**src/rtl/hdlc_rx_pkg.sv**
```systemverilog
package hdlc_rx_pkg;

  // receiver frame state
  typedef enum logic [1:0] {
    RX_HUNT = 2'd0,
    RX_OPEN = 2'd1,
    RX_DROP = 2'd2
  } rx_state_e;

  // status flags; abort sits in bit 0, transition error in bit 6
  typedef struct packed {
    logic dpll;
    logic car;
    logic ovr;
    logic chk;
    logic lenv;
    logic align;
    logic abort;
  } rx_err_t;

  localparam int ERR_W = 7;

  // reflected polynomials and good residues
  localparam logic [15:0] FCS16_POLY = 16'h8408;
  localparam logic [15:0] FCS16_GOOD = 16'hF0B8;
  localparam logic [31:0] FCS32_POLY = 32'hEDB88320;
  localparam logic [31:0] FCS32_GOOD = 32'hDEBB20E3;

endpackage

```
**src/rtl/hdlc_line_decode.sv**
```systemverilog
module hdlc_line_decode #(
  parameter int FLAG_ONES  = 6,
  parameter int STUFF_ONES = 5
) (
  input  logic clk,
  input  logic rst_n,
  input  logic bit_vld,
  input  logic bit_in,
  output logic flag_hit,
  output logic abort_hit,
  output logic data_push
);

  localparam int CW = $clog2(FLAG_ONES + 2);
  localparam logic [CW-1:0] ONES_MAX = CW'(FLAG_ONES + 1);

  logic [CW-1:0] ones_q, ones_d;
  logic          stuff_hit;
  logic          ones_run_end;
  logic          ones_long;

  assign ones_run_end = (ones_q == CW'(FLAG_ONES));
  assign ones_long    = (ones_q > CW'(FLAG_ONES));
  assign flag_hit     = bit_vld && !bit_in && ones_run_end;
  assign abort_hit    = bit_vld &&  bit_in && ones_run_end;
  assign stuff_hit    = bit_vld && !bit_in && (ones_q == CW'(STUFF_ONES));
  assign data_push    = bit_vld && !flag_hit && !abort_hit && !stuff_hit && !ones_long;

  always_comb begin
    ones_d = ones_q;
    if (bit_vld) begin
      if (!bit_in)                ones_d = '0;
      else if (ones_q != ONES_MAX) ones_d = ones_q + CW'(1);
    end
  end

  always_ff @(posedge clk or negedge rst_n) begin
    if (!rst_n) ones_q <= '0;
    else        ones_q <= ones_d;
  end

endmodule

```
**src/rtl/hdlc_bit_delay.sv**
```systemverilog
module hdlc_bit_delay #(
  parameter int DEPTH = 7
) (
  input  logic clk,
  input  logic rst_n,
  input  logic clr,
  input  logic push,
  input  logic din,
  output logic dout_vld,
  output logic dout
);

  localparam int FW = $clog2(DEPTH + 1);
  localparam logic [FW-1:0] FULL = FW'(DEPTH);

  logic [DEPTH-1:0] sr_q, sr_d;
  logic [FW-1:0]    fill_q, fill_d;

  assign sr_d[0] = push ? din : sr_q[0];
  for (genvar g = 1; g < DEPTH; g++) begin : g_stage
    assign sr_d[g] = push ? sr_q[g-1] : sr_q[g];
  end

  always_comb begin
    fill_d = fill_q;
    if (clr)                        fill_d = '0;
    else if (push && fill_q != FULL) fill_d = fill_q + FW'(1);
  end

  assign dout_vld = push && (fill_q == FULL);
  assign dout     = sr_q[DEPTH-1];

  always_ff @(posedge clk or negedge rst_n) begin
    if (!rst_n) begin
      sr_q   <= '0;
      fill_q <= '0;
    end else begin
      sr_q   <= sr_d;
      fill_q <= fill_d;
    end
  end

endmodule

```
**src/rtl/hdlc_fcs_check.sv**
```systemverilog
module hdlc_fcs_check
  import hdlc_rx_pkg::*;
(
  input  logic clk,
  input  logic rst_n,
  input  logic init,
  input  logic step,
  input  logic din,
  input  logic wide,
  output logic good
);

  logic [31:0] crc_q, crc_d;
  logic [15:0] nxt16;
  logic [31:0] nxt32;
  logic        fb;

  assign fb    = crc_q[0] ^ din;
  assign nxt16 = {1'b0, crc_q[15:1]} ^ (fb ? FCS16_POLY : 16'h0000);
  assign nxt32 = {1'b0, crc_q[31:1]} ^ (fb ? FCS32_POLY : 32'h0000_0000);

  always_comb begin
    crc_d = crc_q;
    if (init)      crc_d = '1;
    else if (step) crc_d = wide ? nxt32 : {16'h0000, nxt16};
  end

  assign good = wide ? (crc_q == FCS32_GOOD) : (crc_q[15:0] == FCS16_GOOD);

  always_ff @(posedge clk or negedge rst_n) begin
    if (!rst_n) crc_q <= '1;
    else        crc_q <= crc_d;
  end

endmodule

```
**src/rtl/hdlc_rx_status.sv**
```systemverilog
module hdlc_rx_status
  import hdlc_rx_pkg::*;
#(
  parameter int LEN_W = 8
) (
  input  logic             clk,
  input  logic             rst_n,
  input  logic             bit_vld,
  input  logic             bit_in,
  input  logic             carrier_ok,
  input  logic             dpll_err,
  input  logic             crc32_sel,
  input  logic [LEN_W-1:0] max_len,
  input  logic             byte_ready,
  output logic             byte_vld,
  output logic [7:0]       byte_data,
  output logic             stat_vld,
  output logic [LEN_W-1:0] stat_len,
  output logic [ERR_W-1:0] stat_err
);

  localparam int FLAG_ONES = 6;
  localparam int DLY_DEPTH = FLAG_ONES + 1;  // delimiter bits pushed before it is recognised

  // reset: asserted asynchronously, released on the clock
  logic rst_m_q, rst_s_q;
  always_ff @(posedge clk or negedge rst_n) begin
    if (!rst_n) begin
      rst_m_q <= 1'b0;
      rst_s_q <= 1'b0;
    end else begin
      rst_m_q <= 1'b1;
      rst_s_q <= rst_m_q;
    end
  end

  logic flag_hit, abort_hit, data_push;
  logic dl_vld, dl_bit, fcs_good;

  rx_state_e        state_q, state_d;
  logic [7:0]       asm_q, asm_d, asm_nx;
  logic [2:0]       bpos_q, bpos_d;
  logic [LEN_W-1:0] cnt_q, cnt_d;
  logic             seen_q, seen_d;
  logic             ovr_q, ovr_d, car_q, car_d, dpl_q, dpl_d;
  logic             bv_q, bv_d;
  logic [7:0]       bd_q, bd_d;
  logic             sv_q, sv_d;
  logic [LEN_W-1:0] sl_q, sl_d;
  rx_err_t          se_q, se_d, err_now;

  logic in_open, take, octet_done, store_ok, emit, ovr_hit, closing, framed;

  hdlc_line_decode #(.FLAG_ONES(FLAG_ONES), .STUFF_ONES(FLAG_ONES - 1)) u_dec (
    .clk       (clk),
    .rst_n     (rst_s_q),
    .bit_vld   (bit_vld),
    .bit_in    (bit_in),
    .flag_hit  (flag_hit),
    .abort_hit (abort_hit),
    .data_push (data_push)
  );

  hdlc_bit_delay #(.DEPTH(DLY_DEPTH)) u_dly (
    .clk      (clk),
    .rst_n    (rst_s_q),
    .clr      (flag_hit || abort_hit),
    .push     (data_push && in_open),
    .din      (bit_in),
    .dout_vld (dl_vld),
    .dout     (dl_bit)
  );

  hdlc_fcs_check u_fcs (
    .clk   (clk),
    .rst_n (rst_s_q),
    .init  (flag_hit),
    .step  (take),
    .din   (dl_bit),
    .wide  (crc32_sel),
    .good  (fcs_good)
  );

  // datapath decode
  assign in_open    = (state_q == RX_OPEN);
  assign framed     = (state_q != RX_HUNT);
  assign take       = in_open && dl_vld;
  assign asm_nx     = {dl_bit, asm_q[7:1]};
  assign octet_done = take && (bpos_q == 3'd7);
  assign store_ok   = (cnt_q < max_len);
  assign emit       = octet_done && store_ok && byte_ready;
  assign ovr_hit    = octet_done && store_ok && !byte_ready;
  assign closing    = flag_hit && framed && seen_q;

  always_comb begin
    err_now       = '0;
    err_now.abort = (state_q == RX_DROP);
    err_now.align = !err_now.abort && (bpos_q != 3'd0);
    err_now.chk   = !err_now.abort && (bpos_q == 3'd0) && !fcs_good;
    err_now.lenv  = (cnt_q > max_len);
    err_now.ovr   = ovr_q;
    err_now.car   = car_q;
    err_now.dpll  = dpl_q;
  end

  // next-state
  always_comb begin
    state_d = state_q;
    if (flag_hit)                  state_d = RX_OPEN;
    else if (abort_hit && in_open) state_d = RX_DROP;

    seen_d = seen_q;
    bpos_d = bpos_q;
    asm_d  = asm_q;
    cnt_d  = cnt_q;
    if (flag_hit) begin
      seen_d = 1'b0;
      bpos_d = 3'd0;
      cnt_d  = '0;
    end else if (take) begin
      seen_d = 1'b1;
      bpos_d = bpos_q + 3'd1;
      asm_d  = asm_nx;
      if (octet_done && !(&cnt_q)) cnt_d = cnt_q + LEN_W'(1);
    end

    ovr_d = ovr_q;
    car_d = car_q;
    dpl_d = dpl_q;
    if (flag_hit) begin
      ovr_d = 1'b0;
      car_d = 1'b0;
      dpl_d = 1'b0;
    end else begin
      if (ovr_hit)              ovr_d = 1'b1;
      if (framed && !carrier_ok) car_d = 1'b1;
      if (framed && dpll_err)    dpl_d = 1'b1;
    end

    bv_d = emit;
    bd_d = emit ? asm_nx : bd_q;
    sv_d = closing;
    sl_d = closing ? cnt_q : sl_q;
    se_d = closing ? err_now : se_q;
  end

  // registers
  always_ff @(posedge clk or negedge rst_s_q) begin
    if (!rst_s_q) begin
      state_q <= RX_HUNT;
      asm_q   <= '0;
      bpos_q  <= '0;
      cnt_q   <= '0;
      seen_q  <= 1'b0;
      ovr_q   <= 1'b0;
      car_q   <= 1'b0;
      dpl_q   <= 1'b0;
      bv_q    <= 1'b0;
      bd_q    <= '0;
      sv_q    <= 1'b0;
      sl_q    <= '0;
      se_q    <= '0;
    end else begin
      state_q <= state_d;
      asm_q   <= asm_d;
      bpos_q  <= bpos_d;
      cnt_q   <= cnt_d;
      seen_q  <= seen_d;
      ovr_q   <= ovr_d;
      car_q   <= car_d;
      dpl_q   <= dpl_d;
      bv_q    <= bv_d;
      bd_q    <= bd_d;
      sv_q    <= sv_d;
      sl_q    <= sl_d;
      se_q    <= se_d;
    end
  end

  assign byte_vld  = bv_q;
  assign byte_data = bd_q;
  assign stat_vld  = sv_q;
  assign stat_len  = sl_q;
  assign stat_err  = se_q;

endmodule

```
**config.mk**
```make
export PLATFORM = sky130hd
export DESIGN_NAME = hdlc_rx_status
export DESIGN_NICKNAME = d
export VERILOG_FILES = /design/src/rtl/hdlc_rx_pkg.sv /design/src/rtl/hdlc_line_decode.sv /design/src/rtl/hdlc_bit_delay.sv /design/src/rtl/hdlc_fcs_check.sv /design/src/rtl/hdlc_rx_status.sv
export SDC_FILE = /design/constraint.sdc
export NUM_CORES = 1
export LEC_CHECK = 0
export BUFFER_PORTS_ARGS = -buffer_cell sky130_fd_sc_hd__buf_2
export CAP_MARGIN = 10
export CORE_ASPECT_RATIO = 0.5
export CORE_UTILIZATION = 25
export DETAILED_ROUTE_END_ITERATION = 10
export PLACE_DENSITY_LB_ADDON = 0.3
export SLEW_MARGIN = 5
export SYNTH_ARGS = -nofsm -noshare
export SYNTH_HDL_FRONTEND = slang
export SYNTH_SLANG_ARGS = --single-unit
```
**constraint.sdc**
```tcl
create_clock -name clk -period 2.68 [get_ports clk]
set_input_delay 0.134 -clock clk [delete_from_list [all_inputs] [get_ports clk]]
set_output_delay 0.134 -clock clk [all_outputs]
set_load 0.005 [all_outputs]
```
[Word level (Yosys, flattened, before mapping)]
Cells that the tools add are included.
Cells by class
  $add $sub $neg: 4
  multipliers: 0
  divide/modulo/power cells: 0
  order comparisons: 3
  equal/unequal tests: 11
  shift operators: 0
  multiplexer cells: 25
  bitwise gates (word level): 4
  reduce and logical (&&, ||, !) cells: 51
Operators with widths (count)
  $mux 32: 4
  $eq 32x32->1 const B: 1
  $xor 31x32->32: 1
  $logic_and 1x1->1: 26
  $mux 8: 3
  $mux 3: 6
  $eq 16x16->1 const B: 1
  $mux 16: 1
  $reduce_bool 2->1: 8
  $xor 15x16->16: 1
  $eq 3x3->1 const B: 4
  $logic_not 1->1: 10
  $add 3x1->3 const B: 3
  $mux 1: 9
  $add 8x1->8 const B: 1
  $gt 8x8->1: 1
  $lt 8x8->1: 1
  $reduce_and 8->1: 1
  $ne 3x3->1 const B: 2
  $reduce_and 2->1: 3
  $mux 2: 2
  $gt 3x3->1 const B: 1
  $logic_not 3->1: 1
  $reduce_bool 3->1: 1
  6 further kinds: 6
Word-level totals
  register bits: 97
  latch bits: 0
  memory bits (writable): 0
  memory bits (read-only): 0
  input port bits: 16
  output and inout bits: 25
  memories kept: 0

[Depth between registers and ports, before layout]
  word-level depth: 16
  depth in mapped cells: 10
  gate-level depth less buffers: 7

[Modules after synthesis]
From an unflattened synthesis, not the netlist that was laid out.
Unflattened totals
  cell total of the unflattened synthesis: 412
  area total of the unflattened synthesis: 4599.4 um^2
By module, submodules not included
  hdlc_rx_status: instances 1, cells each 208, area each 2265.9 um^2, sequential area each 1276.2 um^2
  hdlc_fcs_check: instances 1, cells each 147, area each 1649.1 um^2, sequential area each 840.8 um^2
  hdlc_bit_delay: instances 1, cells each 31, area each 456.7 um^2, sequential area each 250.2 um^2
  hdlc_line_decode: instances 1, cells each 26, area each 227.7 um^2, sequential area each 75.1 um^2

[Worst setup path after synthesis]
OpenSTA, ideal clock, no wires.
  kind: reg2reg
  start point: register u_dec.ones_q[1]
  end point: register asm_q[1]
  setup time: 125 ps
  arrival time: 1878 ps
  slack: 677 ps
  cell stages (with the launch flop): 9
  path buffers: 2
  cell sequence: dfrtp_1 inv_1 ha_1 nor2b_2 o31ai_4 and3_1 buf_4 buf_4 mux2_2
On the way
  word-level cells in the longest chain between the ends: 11
  elaborated cells on any way between the ends: 19
  those cells by class: 1 x order compare; 2 x eq/ne; 1 x bitwise; 15 x reduce/logical
RTL lines
  start, declared: line hdlc_line_decode.sv:17  | logic [CW-1:0] ones_q, ones_d;
  start signal, assigned: line hdlc_line_decode.sv:39  | else ones_q <= ones_d;
  $eq 3x3->1: line hdlc_line_decode.sv:22  | assign ones_run_end = (ones_q == CW'(FLAG_ONES));
  $logic_and 1x1->1: line hdlc_line_decode.sv:24  | assign flag_hit = bit_vld && !bit_in && ones_run_end;
  $logic_not 1->1: line hdlc_line_decode.sv:27  | assign data_push = bit_vld && !flag_hit && !abort_hit && !stuff_hit && !ones_long;
  $logic_and 1x1->1 (4 in a row): line hdlc_line_decode.sv:27
  $logic_and 1x1->1: line hdlc_rx_status.sv:68  | .push (data_push && in_open),
  $logic_and 1x1->1: line hdlc_bit_delay.sv:30  | assign dout_vld = push && (fill_q == FULL);
  $logic_and 1x1->1: line hdlc_rx_status.sv:87  | assign take = in_open && dl_vld;
  $reduce_and 2->1 (no line) (*)
  end signal, assigned: line hdlc_rx_status.sv:165  | asm_q <= asm_d;
  end, declared: line hdlc_rx_status.sv:41  | logic [7:0] asm_q, asm_d, asm_nx;
Every way passes the cells marked *; elsewhere a longest branch is shown, timed or not.
A chain may end at the register's enable or synchronous reset.

[Final worst setup path]
  start point: register u_dec.ones_q[1]
  end point: register u_fcs.crc_q[16]
On the way
  word-level cells in the longest chain between the ends: 11
  elaborated cells on any way between the ends: 19
  those cells by class: 1 x order compare; 2 x eq/ne; 1 x mux; 15 x reduce/logical
RTL lines
  $eq 3x3->1: line hdlc_line_decode.sv:22
  $logic_and 1x1->1: line hdlc_line_decode.sv:24
  $logic_not 1->1: line hdlc_line_decode.sv:27
  $logic_and 1x1->1 (4 in a row): line hdlc_line_decode.sv:27
  $logic_and 1x1->1: line hdlc_rx_status.sv:68
  $logic_and 1x1->1: line hdlc_bit_delay.sv:30
  $logic_and 1x1->1: line hdlc_rx_status.sv:87
  $reduce_bool 2->1 (no line)
  end signal, assigned: line hdlc_fcs_check.sv:32  | else crc_q <= crc_d;
  end, declared: line hdlc_fcs_check.sv:13  | logic [31:0] crc_q, crc_d;
Several ways; a longest one is shown, not always the timed one.

==> results.py <==
metrics = {
    "cts": {
        "cts_buffers": 9,
        "cts_tree": "done",
        "cts.repair.resized": 0,
        "clkSlewWorstSetupHoldPaths_ns": 0.08,
        "clock_path_buffers": 2,
        "clock_sinks": 96,
        "clock_latency_ns": 0.36,
        "ctsHtreeMaxLevel": 3,
        "root_buffer": "clkbuf_16",
    },
    "placed_design": {
        "gp_congestion": 0.743,
        "placed_cells": 687,
        "place_area_sq_um": 5010,
        "place_ws_ns": 0.418,
        "io_buffers": 40,
        "dp_hpwl_microns": 6110,
    },
    "cells_and_area": {
        "drive_above_1_share": 0.293,
        "instances_no_fill": 705,
        "syn_to_final_growth_pct": 18.3,
        "design_area_sq_um": 5360,
        "fin_nets": 500,
        "fin_util": 0.305,
        "num_antenna_cells": 0,
    },
    "sta": {
        "setup_ws_ns": 0.432,
        "worstMarginPinSlew_ns": 0.878,
        "finalCritPeriodShare": 0.839,
        "rsz0062_at_grt": "false",
        "clock_skew_ns": 0.0164,
        "final_max_slew_viol_count": 0,
        "fin_crit_ns": 2.25,
        "fmax_ghz": 0.445,
        "setup_viol": 0,
        "whs_ns": 0.0476,
        "hold_violations": 0,
        "maxSlewHeadroom": 0.415,
        "setup_tns_ns": 0,
    },
    "global_routing": {
        "use_met1": 0.146,
        "globalRouteMet3Util": 0.0296,
        "use_met2": 0.152,
        "grt_remaining_overflow": 0,
        "grt_busiest_layer": "met2",
        "grt_pass1_vias": 3029,
        "grt_max_degree": 70,
        "groute.usage.overall": 0.103,
        "antenna_found_initial": 0,
        "grt_pass1_wl_microns": 15400,
    },
    "critical_path": {
        "critPathMaxFanout": 48,
        "crit_path_end_kind": "register",
        "crit_type": "reg2reg",
        "startpoint_type": "register",
        "critPathRequiredTime_ns": 2.96,
        "cp.arrival_ns": 2.53,
    },
    "synth": {
        "synth-seq-area-share": 0.539,
        "synthesis.nets": 458,
        "yosysTopAreaCell": "dfrtp_1",
        "synth_cell_type_count": 44,
        "ys_async_sr_fraction": 1.00,
        "synth_common_cells": "dfrtp_1 (64), nand2_1 (43), nor2_1 (38), dfstp_2 (32)",
        "synth-seq-cells": 96,
        "ys_warn_count": 0,
        "yosysMostFrequentCell": "dfrtp_1",
        "syn_inst": 424,
        "synth_area_leaders": "dfrtp_1 (35%), dfstp_2 (19%), mux2_2 (7.5%), ha_1 (5.0%), nand2_1 (3.6%)",
        "synth-edff-count": 0,
        "ys.flop_type": "dfrtp_1",
        "netlist_area_sq_um": 4530,
        "synth_top_area_share": 0.353,
        "synth_area_per_cell_sq_um": 10.7,
    },
    "die": {
        "core_area_sq_um": 17600,
        "dieHeight_microns": 97.2,
        "dieArea_sq_um": 18700,
        "pin_count": 41,
        "fp-row-count": 34,
        "start_util": 0.258,
        "die_x_microns": 192,
    },
    "power_and_ir_drop": {
        "internal_power_mw": 2.73,
        "power_density_nw_per_um2": 717,
        "p_sw_mw": 1.12,
        "p_seq_frac": 0.512,
        "clockPowerShare": 0.350,
        "power_mw": 3.85,
        "switching_share": 0.291,
        "p_leak_nw": 2.46,
        "peakVddDrop_v": 0.000343,
        "pwr-share-comb": 0.137,
    },
    "outcome": {
        "status": "finished with violations",
        "violations": "design-rule violations",
    },
    "route": {
        "drt_wl_total_microns": 8980,
        "vias": 3124,
        "drc": 11,
        "via_per_inst": 4.43,
        "drtIter0Drc": 175,
        "drtPass1Iterations": 8,
        "wire_per_inst_microns": 12.7,
        "drtAntennaViolNets": 0,
    },
    "run": {
        "max_cap_violations": 0,
    },
    "hold_path": {
        "min_path_type": "in2reg",
    },
}
==> final timing paths <==
| path | start | endpoint | slack (ns) | cells after the start |
|---|---|---|---|---|
| min in group asynchronous | rst_n | rst_s_q$_DFF_PN0_ | 0.08 | 2 |
| worst max-delay path | u_dec.ones_q[1]$_DFFE_PN0P_ | u_fcs.crc_q[16]$_DFFE_PN1P_ | 0.43 | 9 |
| worst min-delay path | carrier_ok | car_q$_DFFE_PN0P_ | 0.05 | 4 |
| max in group asynchronous | rst_s_q$_DFF_PN0_ | u_fcs.crc_q[14]$_DFFE_PN1P_ | 1.41 | 1 |
| worst min register to register | rst_m_q$_DFF_PN0_ | rst_s_q$_DFF_PN0_ | 0.36 | 0 |
| worst max register to register | u_dec.ones_q[1]$_DFFE_PN0P_ | u_fcs.crc_q[16]$_DFFE_PN1P_ | 0.43 | 9 |
==> cell type report <==
type | count | area (sq um)
clock buffer | 9 | 225
timing repair buffer | 51 | 300
inverter | 19 | 71.3
clock inverter | 7 | 104
fill | 1817 | 12200
multi-input combinational | 289 | 1920
sequential | 96 | 2450
tap | 234 | 293
==> state kept, by name, indices dropped and copies added (netlist names) <==
name          count
u_fcs.crc_q      32
byte_data         8
cnt_q             8
stat_len          8
asm_q             7
stat_err          7
u_dly.sr_q        7
bpos_q            3
u_dec.ones_q      3
u_dly.fill_q      3
state_q           2
byte_vld          1
car_q             1
dpl_q             1
ovr_q             1
rst_m_q           1
rst_s_q           1
seen_q            1
stat_vld          1
==> cells by family (layout without fill, tap and decap cells) <==
kind of cell	count (synthesis)	in the layout	share of synthesized area
flip-flops	96	96	0.539
AO/OA/AOI/OAI	66	66	0.0848
AND/OR/NAND/NOR	149	149	0.164
multiplexers	35	35	0.0856
XOR/XNOR	20	20	0.0387
adder cells (fa/ha/maj)	18	18	0.0497
other	1	1	0.000827
buffers and inverters	39	86	0.0375
==> repair_timing <==
action	4_1_cts	5_1_grt
endpoints found under the hold margin	3	0
setup buffers	0	0
hold buffers	2	0
==> power groups by stage <==
stage / combinational [mW] / clock [mW] / sequential [mW]
floorplan: 0.445 / 0 / 1.93
global placement: 0.517 / 0 / 2.00
detailed placement: 0.531 / 0 / 2.00
CTS: 0.535 / 1.40 / 1.97
global route: 0.609 / 1.48 / 2.01
finish: 0.527 / 1.35 / 1.97
==> layout by cell type, fill, tap and decap left out, drive strengths merged, types with 3 or more instances in the layout <==
| cell type | Yosys | layout |
|---|---|---|
| o21ai | 30 | 30 |
| xor2 | 4 | 4 |
| nand3b | 3 | 3 |
| nand3 | 16 | 16 |
| clkbuf | 7 | 9 |
| nand4b | 6 | 6 |
| buf | 13 | 49 |
| nor2 | 39 | 39 |
| dfstp | 32 | 32 |
| o31ai | 6 | 6 |
| nor2b | 4 | 4 |
| clkinv | 0 | 4 |
| mux2 | 30 | 30 |
| ha | 18 | 18 |
| a21oi | 21 | 21 |
| inv | 19 | 22 |
| and3 | 5 | 5 |
| mux2i | 5 | 5 |
| dfrtp | 64 | 64 |
| nand2 | 43 | 43 |
| xnor2 | 16 | 16 |
| nand4 | 4 | 4 |
| nor3 | 19 | 19 |
==> critical path, stage by stage (launching register included) <==
cell and delay, ns:
dfrtp_1 0.47, inv_1 0.07, ha_1 0.17, nor2b_2 0.17
o31ai_4 0.30, and3_2 0.31, buf_12 0.23, buf_4 0.23
nor3_1 0.07, a21oi_1 0.14
==> per-layer routing <==
layer	part of all wire	vias up
met5	0	-
met2	0.43	49
met3	0.042	5
met4	0.0081	0
met1	0.52	1517
li1	-	1553
Power figures use the tool's default switching activity.
